`src/rtl/fwo_pkg.sv`:
```
package fwo_pkg;

    localparam int unsigned DATA_W   = 32;
    localparam int unsigned LANES    = DATA_W / 8;
    localparam int unsigned WIDX_W   = 7;
    localparam int unsigned BFIDX_W  = 8;
    localparam int unsigned HFIDX_W  = 8;

    // Position information carried through the alignment pipeline
    typedef struct packed {
        logic             sof;   // frame start word
        logic [LANES-1:0] ctl;   // control byte lanes
    } fwo_tag_t;

    // One bit per byte lane: any mask bit set within that lane
    function automatic logic [LANES-1:0] lane_any(input logic [DATA_W-1:0] m);
        logic [LANES-1:0] r;
        for (int b = 0; b < LANES; b++) begin
            r[b] = |m[8*b +: 8];
        end
        return r;
    endfunction

endpackage

```
`src/rtl/fwo_pos_decode.sv`:
```
module fwo_pos_decode
    import fwo_pkg::*;
#(
    parameter int unsigned CTL_WORD = 0
) (
    input  logic               clk,
    input  logic               rst,
    input  logic [WIDX_W-1:0]  idx_word,
    input  logic [BFIDX_W-1:0] idx_bf,
    input  logic [HFIDX_W-1:0] idx_hf,
    output fwo_tag_t           tag
);

    logic is_ctl_word;
    assign is_ctl_word = (idx_word == WIDX_W'(CTL_WORD));

    // First byte on the line (top lane) is the control byte of the control word
    generate
        for (genvar b = 0; b < LANES; b++) begin : g_lane
            if (b == LANES - 1) begin : g_first
                assign tag.ctl[b] = is_ctl_word;
            end else begin : g_rest
                assign tag.ctl[b] = 1'b0;
            end
        end
    endgenerate

    assign tag.sof = (idx_word == '0) && (idx_bf == '0) && (idx_hf == '0);

    AST_CTL_ONE_LANE: assert property (@(posedge clk) disable iff (rst)
        $onehot0(tag.ctl)) else $error("ctl lanes not one-hot");

    AST_NONCTL_WORD_CLEAR: assert property (@(posedge clk) disable iff (rst)
        (idx_word != '0) |-> (tag.ctl == '0)) else $error("ctl on data word");

endmodule

```
`src/rtl/fwo_align_pipe.sv`:
```
module fwo_align_pipe
    import fwo_pkg::*;
#(
    parameter int unsigned EXTRA_LAT = 2
) (
    input  logic     clk,
    input  logic     rst,
    input  fwo_tag_t tag_in,
    output fwo_tag_t tag_out
);

    localparam int unsigned DEPTH = EXTRA_LAT + 1;

    fwo_tag_t stage_q [DEPTH];

    generate
        for (genvar s = 0; s < DEPTH; s++) begin : g_stage
            if (s == 0) begin : g_head
                always_ff @(posedge clk) begin
                    if (rst) stage_q[s] <= '0;
                    else     stage_q[s] <= tag_in;
                end
            end else begin : g_body
                always_ff @(posedge clk) begin
                    if (rst) stage_q[s] <= '0;
                    else     stage_q[s] <= stage_q[s-1];
                end
            end
        end
    endgenerate

    assign tag_out = stage_q[DEPTH-1];

    AST_HEAD_FOLLOWS: assert property (@(posedge clk) disable iff (rst)
        1'b1 |=> (stage_q[0] == $past(tag_in))) else $error("pipe head");

endmodule

```
`src/rtl/fwo_merge.sv`:
```
module fwo_merge
    import fwo_pkg::*;
(
    input  logic              clk,
    input  logic              rst,
    input  fwo_tag_t          tag,
    input  logic [DATA_W-1:0] dflt_data,
    input  logic [DATA_W-1:0] usr_data,
    input  logic [DATA_W-1:0] usr_mask,
    output logic [DATA_W-1:0] ins_data,
    output logic [LANES-1:0]  ovl_err
);

    logic [DATA_W-1:0] merged;
    logic [LANES-1:0]  mask_lane;
    logic [LANES-1:0]  guard_lane;
    logic [LANES-1:0]  hit;

    assign merged     = (dflt_data & ~usr_mask) | (usr_data & usr_mask);
    assign mask_lane  = lane_any(usr_mask);
    assign guard_lane = tag.ctl | {LANES{tag.sof}};
    assign hit        = mask_lane & guard_lane;

    always_ff @(posedge clk) begin
        if (rst) begin
            ins_data <= '0;
            ovl_err  <= '0;
        end else begin
            ins_data <= merged;
            ovl_err  <= hit;
        end
    end

    AST_MASKED_TAKES_USER: assert property (@(posedge clk) disable iff (rst)
        1'b1 |=> (((ins_data ^ $past(usr_data)) & $past(usr_mask)) == '0))
        else $error("masked bit mismatch");

    AST_UNMASKED_TAKES_DFLT: assert property (@(posedge clk) disable iff (rst)
        1'b1 |=> (((ins_data ^ $past(dflt_data)) & ~$past(usr_mask)) == '0))
        else $error("unmasked bit mismatch");

    AST_NO_ERR_WITHOUT_MASK: assert property (@(posedge clk) disable iff (rst)
        1'b1 |=> ((ovl_err & ~lane_any($past(usr_mask))) == '0))
        else $error("error without mask");

    AST_SOF_FLAGS_ALL: assert property (@(posedge clk) disable iff (rst)
        tag.sof |=> (ovl_err == lane_any($past(usr_mask))))
        else $error("frame start lanes");

endmodule

```
`src/rtl/frame_word_overlay.sv`:
```
module frame_word_overlay
    import fwo_pkg::*;
#(
    parameter int unsigned EXTRA_LAT = 2,
    parameter int unsigned CTL_WORD  = 0
) (
    input  logic               clk,
    input  logic               rst,
    input  logic [WIDX_W-1:0]  idx_word,
    input  logic [BFIDX_W-1:0] idx_bf,
    input  logic [HFIDX_W-1:0] idx_hf,
    output logic [LANES-1:0]   ctl_slot,
    input  logic [DATA_W-1:0]  dflt_data,
    input  logic [DATA_W-1:0]  usr_data,
    input  logic [DATA_W-1:0]  usr_mask,
    output logic [DATA_W-1:0]  ins_data,
    output logic [LANES-1:0]   ovl_err
);

    fwo_tag_t now_tag;
    fwo_tag_t aligned_tag;

    fwo_pos_decode #(.CTL_WORD(CTL_WORD)) u_decode (
        .clk      (clk),
        .rst      (rst),
        .idx_word (idx_word),
        .idx_bf   (idx_bf),
        .idx_hf   (idx_hf),
        .tag      (now_tag)
    );

    assign ctl_slot = now_tag.ctl;

    fwo_align_pipe #(.EXTRA_LAT(EXTRA_LAT)) u_pipe (
        .clk     (clk),
        .rst     (rst),
        .tag_in  (now_tag),
        .tag_out (aligned_tag)
    );

    fwo_merge u_merge (
        .clk       (clk),
        .rst       (rst),
        .tag       (aligned_tag),
        .dflt_data (dflt_data),
        .usr_data  (usr_data),
        .usr_mask  (usr_mask),
        .ins_data  (ins_data),
        .ovl_err   (ovl_err)
    );

    AST_RESET_CLEARS: assert property (@(posedge clk)
        rst |=> (ins_data == '0 && ovl_err == '0)) else $error("reset state");

endmodule

```
`config.mk`:
```
export PLATFORM = sky130hd
export DESIGN_NAME = frame_word_overlay
export DESIGN_NICKNAME = d
export VERILOG_FILES = /design/src/rtl/fwo_pkg.sv /design/src/rtl/fwo_pos_decode.sv /design/src/rtl/fwo_align_pipe.sv /design/src/rtl/fwo_merge.sv /design/src/rtl/frame_word_overlay.sv
export SDC_FILE = /design/constraint.sdc
export NUM_CORES = 1
export LEC_CHECK = 0
export BUFFER_PORTS_ARGS = -buffer_cell sky130_fd_sc_hd__buf_2
export CAP_MARGIN = 0
export CELL_PAD_IN_SITES_DETAIL_PLACEMENT = 0
export CELL_PAD_IN_SITES_GLOBAL_PLACEMENT = 1
export CORE_ASPECT_RATIO = 0.6
export CORE_UTILIZATION = 24
export CTS_CLUSTER_SIZE = 14
export DETAILED_ROUTE_END_ITERATION = 10
export PLACE_DENSITY_LB_ADDON = 0.15
export SYNTH_ARGS = -nofsm -noshare
export SYNTH_HDL_FRONTEND = slang
export SYNTH_SLANG_ARGS = --single-unit
```
`constraint.sdc`:
```
create_clock -name clk -period 0.95 [get_ports clk]
set_input_delay 0.0475 -clock clk [delete_from_list [all_inputs] [get_ports clk]]
set_output_delay 0.0475 -clock clk [all_outputs]
set_load 0.02 [all_outputs]
```
# --- Word level (Yosys, flattened, before mapping) ---
# Memory sizes are Yosys's and may differ from the RTL's.
# Cells that the tools add are included.
# Widths: inputs -> output; s select.
word_totals:
  ramBits: 15
  wordCells: 27
  n_memories: 1
  out_inout_bits: 40
  reg_bits: 36
op_classes:
  mux: 6
  reduce_logical: 9
  bitwise: 9
memory_table:
  columns: ["name", "words", "word_bits", "read_ports", "rd_ports_with_merged_regs", "write_ports", "line_no", "text"]
  rows:
  - ["u_pipe.stage_q", 3, 5, 3, 0, 3, "fwo_align_pipe.sv:14", "fwo_tag_t stage_q [DEPTH];"]
ops:
  columns: ["operator", "count"]
  rows:
  - ["$and 32x32->32", 2]
  - ["$not 32->32", 1]
  - ["$or 32x32->32", 1]
  - ["$reduce_or 8->1", 4]
  - ["$logic_not 8->1", 2]
  - ["$mux 5", 3]
  - ["$logic_not 7->1", 1]
  - ["$and 4x4->4", 1]
  - ["$or 4x4->4", 1]
  - ["$mux 1", 3]
  - ["$or 1x1->1", 3]
  - ["$logic_and 1x1->1", 2]

# --- Depth between registers and ports, before layout ---
depth:
  depth_word: 4
  depth_mapped: 4
  ltp_nobuf: 3

# --- By module ---
# From an unflattened synthesis, not the netlist that was laid out.
hier_totals:
  hier_cells: 164
  area_unflattened_um2: 1828.0
by_module_without_submodules:
  columns: ["mod", "area_per_inst_um2", "n_inst", "cells_per_inst", "seq_area_each_um2"]
  rows:
  - ["fwo_merge", 1301.2, 1, 120, 720.7]
  - ["fwo_align_pipe", 432.9, 1, 31, 300.3]
  - ["fwo_pos_decode", 93.8, 1, 13, 0.0]

# --- Worst setup path after synthesis ---
# No wires, ideal clock.
synth_timing:
  path_kind: "in2out"
  startpoint: "input idx_word[2]"
  endpoint: "output ctl_slot[3]"
  arrival_time_ns: 0.583
  stages: 4
  n_path_buf: 1
  path_slack_ns: 0.320
  required_time_ns: 0.902
  cell_sequence: "nor4_2 nand2_1 inv_1 buf_4"
synth_lines:
  columns: ["item", "line_no", "text"]
  rows:
  - ["from (decl)", "frame_word_overlay.sv:9", "input logic [WIDX_W-1:0] idx_word,"]
  - ["to (decl)", "frame_word_overlay.sv:12", "output logic [LANES-1:0] ctl_slot,"]

# --- Final worst setup path ---
layout_timing:
  startpoint: "register u_merge.ins_data[26]"
  endpoint: "output ins_data[26]"
layout_lines:
  columns: ["item", "line_no", "text"]
  rows:
  - ["from (decl)", "fwo_merge.sv:10", "output logic [DATA_W-1:0] ins_data,"]
  - ["from (signal assigned)", "fwo_merge.sv:29", "ins_data <= merged;"]
  - ["to (decl)", "frame_word_overlay.sv:16", "output logic [DATA_W-1:0] ins_data,"]
# No word-level cell between the ends.

==> flow_summary.yaml <==
pwr:
  power_report.internal_total_w: 0.00316
  power.share.clock: 0.343
  power.switching_fraction: 0.233
  vdd.ir_drop.worst_mv: 0.558
  powerDensity_nw_per_um2: 1360
  total_leakage_power_nw: 1.59
  share_seq_of_total_power: 0.452
  p_switching_w: 0.000963
  post-layout-total-power_w: 0.00413
  combinational_share_of_power: 0.204
worst_hold_path:
  timing.hold.worst.start: "dflt_data[30]"
  hold_path_depth: 3
  hold_path_end: "u_merge.ins_data[30]$_SDFF_PP0_"
  timing.hold.worst.class: "in -> reg"
setup_path:
  critPathRequiredTime_ns: 0.90
  critical_path_arrival_ns: 0.77
  critical-path-slowest-cell: "sky130_fd_sc_hd__dfxtp_1"
  worstSetupPathType: "reg -> out"
  rr_endpoint: "u_merge.ovl_err[3]$_SDFF_PP0_"
  worst-r2r-setup-slack_ns: 0.29
  path_max_fanout: 1
  timing.reg2reg.worst_path_depth: 2
  cp.buffers_inverters: 1
  path_cells: "buf_2"
  critical_path.top_delay_family: "flip-flops"
  max_stage_delay_ns: 0.32
  critical_path_endpoint_category: "primary output"
  worstReg2RegStart: "u_pipe.stage_q[2][4]$_SDFF_PP0_"
  setup.worst_path.start_class: "flop"
final_layout:
  number_of_nets_at_the_end_of_the_flow: 478
  synthToLayoutAreaGrowth_pct: 99.8
  fillCellCount: 564
  diodes: 0
  drive_gt1_frac: 0.471
  finish.utilization: 0.519
drt:
  routed-via-count: 1750
  routed_via_count_divided_by_cell_count: 4.00
  post_drt_wl_per_cell_microns: 11.2
  met1_length_microns: 1930
  route.final.wire_length_microns: 4870
  routed-wl-met2_microns: 2460
  drt_pass1_iterations: 4
  drt_drc_violations_left: 0
  highest-signal-layer: "met3"
  initialDrtViolationCount: 36
  wl_met3_microns: 480
  route.antenna.remaining_nets: 0
logic_synthesis:
  netlist-cell-type-count: 17
  synthesis.instances: 144
  syn_area_sq_um: 1520
  ys_seq_elements: 42
  synth.yosys.warnings: 0
  post_synth.cell_area_avg_sq_um: 10.5
  yosysSeqAreaShare: 0.555
global_route:
  grt_first_pass_wirelength_microns: 7650
  grt_use_total: 0.149
  grt_pass1_vias: 1697
  grt_remaining_overflow: 0
  grt_start_max_net_pins: 25
  grt_antenna_before_repair: 0
timing:
  rsz_0062_raised_after_global_routing: "false"
  timing.final.crit_share: 0.857
  hold-worst-slack_ns: 0.000513
  final_hold_viol_count: 0
  slew_viol_final: 0
  summed_negative_setup_slack_over_all_endpoints_ns: 0
  skew_ns: 0.00961
  fmax_mhz: 1230
  setup_viol_count_final: 0
  min_period_ns: 0.814
clock_network:
  post_cts.resized_instances: 0
  clock_latency_ns: 0.29
  cts.path.max_buffers: 2
  cts_setup_buffers: 0
  tritoncts: "done"
  number_of_buffers_added_by_the_clock_tree_synthesis_step: 5
  cts.sink_count: 42
  cts_max_level: 2
  clk_transition_reported_paths_ns: 0.08
  cts_root_buffer: "sky130_fd_sc_hd__clkbuf_8"
die:
  die_h_microns: 63.5
  die_width_microns: 105
  die_area_sq_um: 6650
  io_pins: 161
  std_cell_rows: 21
  initial_utilization: 0.260
  core_sq_um: 5830
flow_run:
  timing.max_cap.violations: 0
placement:
  port-buffer-count: 157
  hpwlAfterDp_microns: 3350
  place.gp.congestion: 0.682
outcome:
  status: "finished, final reports clean"
layer usage:
layer | vias up | global-route usage
met5 | - | 0
met4 | 0 | 0.0370
met3 | 0 | 0.0590
met2 | 91 | 0.282
met1 | 747 | 0.154
li1 | 912 | -
kinds of logic after synthesis:
logic type,synth area share
other cells,0.00247
compound gates,0.0149
simple gates,0.179
flops,0.555
mux,0.211
buf+inv,0.0372
final cells by class:
class,instances,area (sq um),share of cell area
sequential,42,841,0.278
multi-input combinational,95,626,0.207
tap,80,100,0.0331
inverter,1,3.75,0.00124
clock inverter,1,30.0,0.00992
clock buffer,6,82.6,0.0273
timing repair buffer,212,1340,0.444
cell usage after synthesis:
library cell	instances	area (sq um)
sky130_fd_sc_hd__nor2_1	34	128
sky130_fd_sc_hd__a21oi_1	3	15.0
sky130_fd_sc_hd__buf_4	5	37.5
sky130_fd_sc_hd__inv_1	1	3.75
sky130_fd_sc_hd__nor4_2	1	12.5
sky130_fd_sc_hd__dfxtp_1	42	841
sky130_fd_sc_hd__nor3_1	1	5.00
sky130_fd_sc_hd__nor3_2	1	10.0
sky130_fd_sc_hd__nor4_1	12	75.1
sky130_fd_sc_hd__nand2_1	1	3.75
sky130_fd_sc_hd__nand2b_1	1	6.26
sky130_fd_sc_hd__nand4_1	1	6.26
sky130_fd_sc_hd__mux2i_1	32	320
sky130_fd_sc_hd__conb_1	1	3.75
sky130_fd_sc_hd__nor2b_1	4	25.0
sky130_fd_sc_hd__a211oi_1	1	7.51
sky130_fd_sc_hd__buf_2	3	15.0
placed cells by master, fill, tap and decap left out:
cell	count
sky130_fd_sc_hd__dfxtp_1	42
sky130_fd_sc_hd__a21oi_1	3
sky130_fd_sc_hd__inv_1	1
sky130_fd_sc_hd__clkbuf_8	6
sky130_fd_sc_hd__nor4_1	12
sky130_fd_sc_hd__nor2b_1	4
sky130_fd_sc_hd__bufinv_16	1
sky130_fd_sc_hd__nor3_1	1
sky130_fd_sc_hd__buf_4	1
sky130_fd_sc_hd__buf_12	1
sky130_fd_sc_hd__a211oi_1	1
sky130_fd_sc_hd__nor3_2	1
sky130_fd_sc_hd__nor4_2	1
sky130_fd_sc_hd__nor2_1	34
sky130_fd_sc_hd__nand2b_1	1
sky130_fd_sc_hd__dlygate4sd3_1	53
sky130_fd_sc_hd__nand2_1	1
sky130_fd_sc_hd__nand4_1	1
sky130_fd_sc_hd__buf_2	157
sky130_fd_sc_hd__mux2i_1	32
sky130_fd_sc_hd__conb_1	3
power groups by stage:
| stage | registers, W | clock network, W | logic (W) |
|---|---|---|---|
| 5_1_grt | 0.00188 | 0.00158 | 0.000917 |
| 2_1_floorplan | 0.00203 | 0 | 0.000173 |
| 3_5_place_dp | 0.00191 | 0 | 0.000676 |
| 6_report | 0.00187 | 0.00142 | 0.000844 |
| 4_1_cts | 0.00187 | 0.00147 | 0.000841 |
| 3_3_place_gp | 0.00191 | 0 | 0.000680 |
how the worst max path moves through the flow:
| stage | slack (ns) | from | end | cells past startpoint |
|---|---|---|---|---|
| finish | 0.14 | u_merge.ins_data[26]$_SDFF_PP0_ | ins_data[26] | 1 |
| global route | 0.03 | idx_word[2] | ctl_slot[3] | 5 |
| CTS | 0.12 | u_merge.ins_data[26]$_SDFF_PP0_ | ins_data[26] | 1 |
| detailed placement | 0.10 | usr_mask[26] | u_merge.ovl_err[3]$_SDFF_PP0_ | 3 |
| global placement | 0.10 | usr_mask[26] | u_merge.ovl_err[3]$_SDFF_PP0_ | 3 |
| floorplan | 0.32 | idx_word[2] | ctl_slot[3] | 4 |
through the flow:
step                      area (sq um)  instances  setup WS [ns]
after global routing              3030        437         0.0298
after global placement            2380        377          0.101
final                             3030        437          0.136
after CTS                         3020        436          0.124
after floorplan                   1520        146          0.320
after detailed placement          2380        377          0.104
registers in the layout, summed over array words and instances (netlist names):
name              count
u_merge.ins_data     32
u_merge.ovl_err       4
u_pipe.stage_q        6
timing repair:
item                                    in CTS  in global routing
endpoints found under the setup margin       0                  0
hold buffers                                52                  1
hold endpoints to repair                    29                  1
Power figures use the tool's default switching activity.
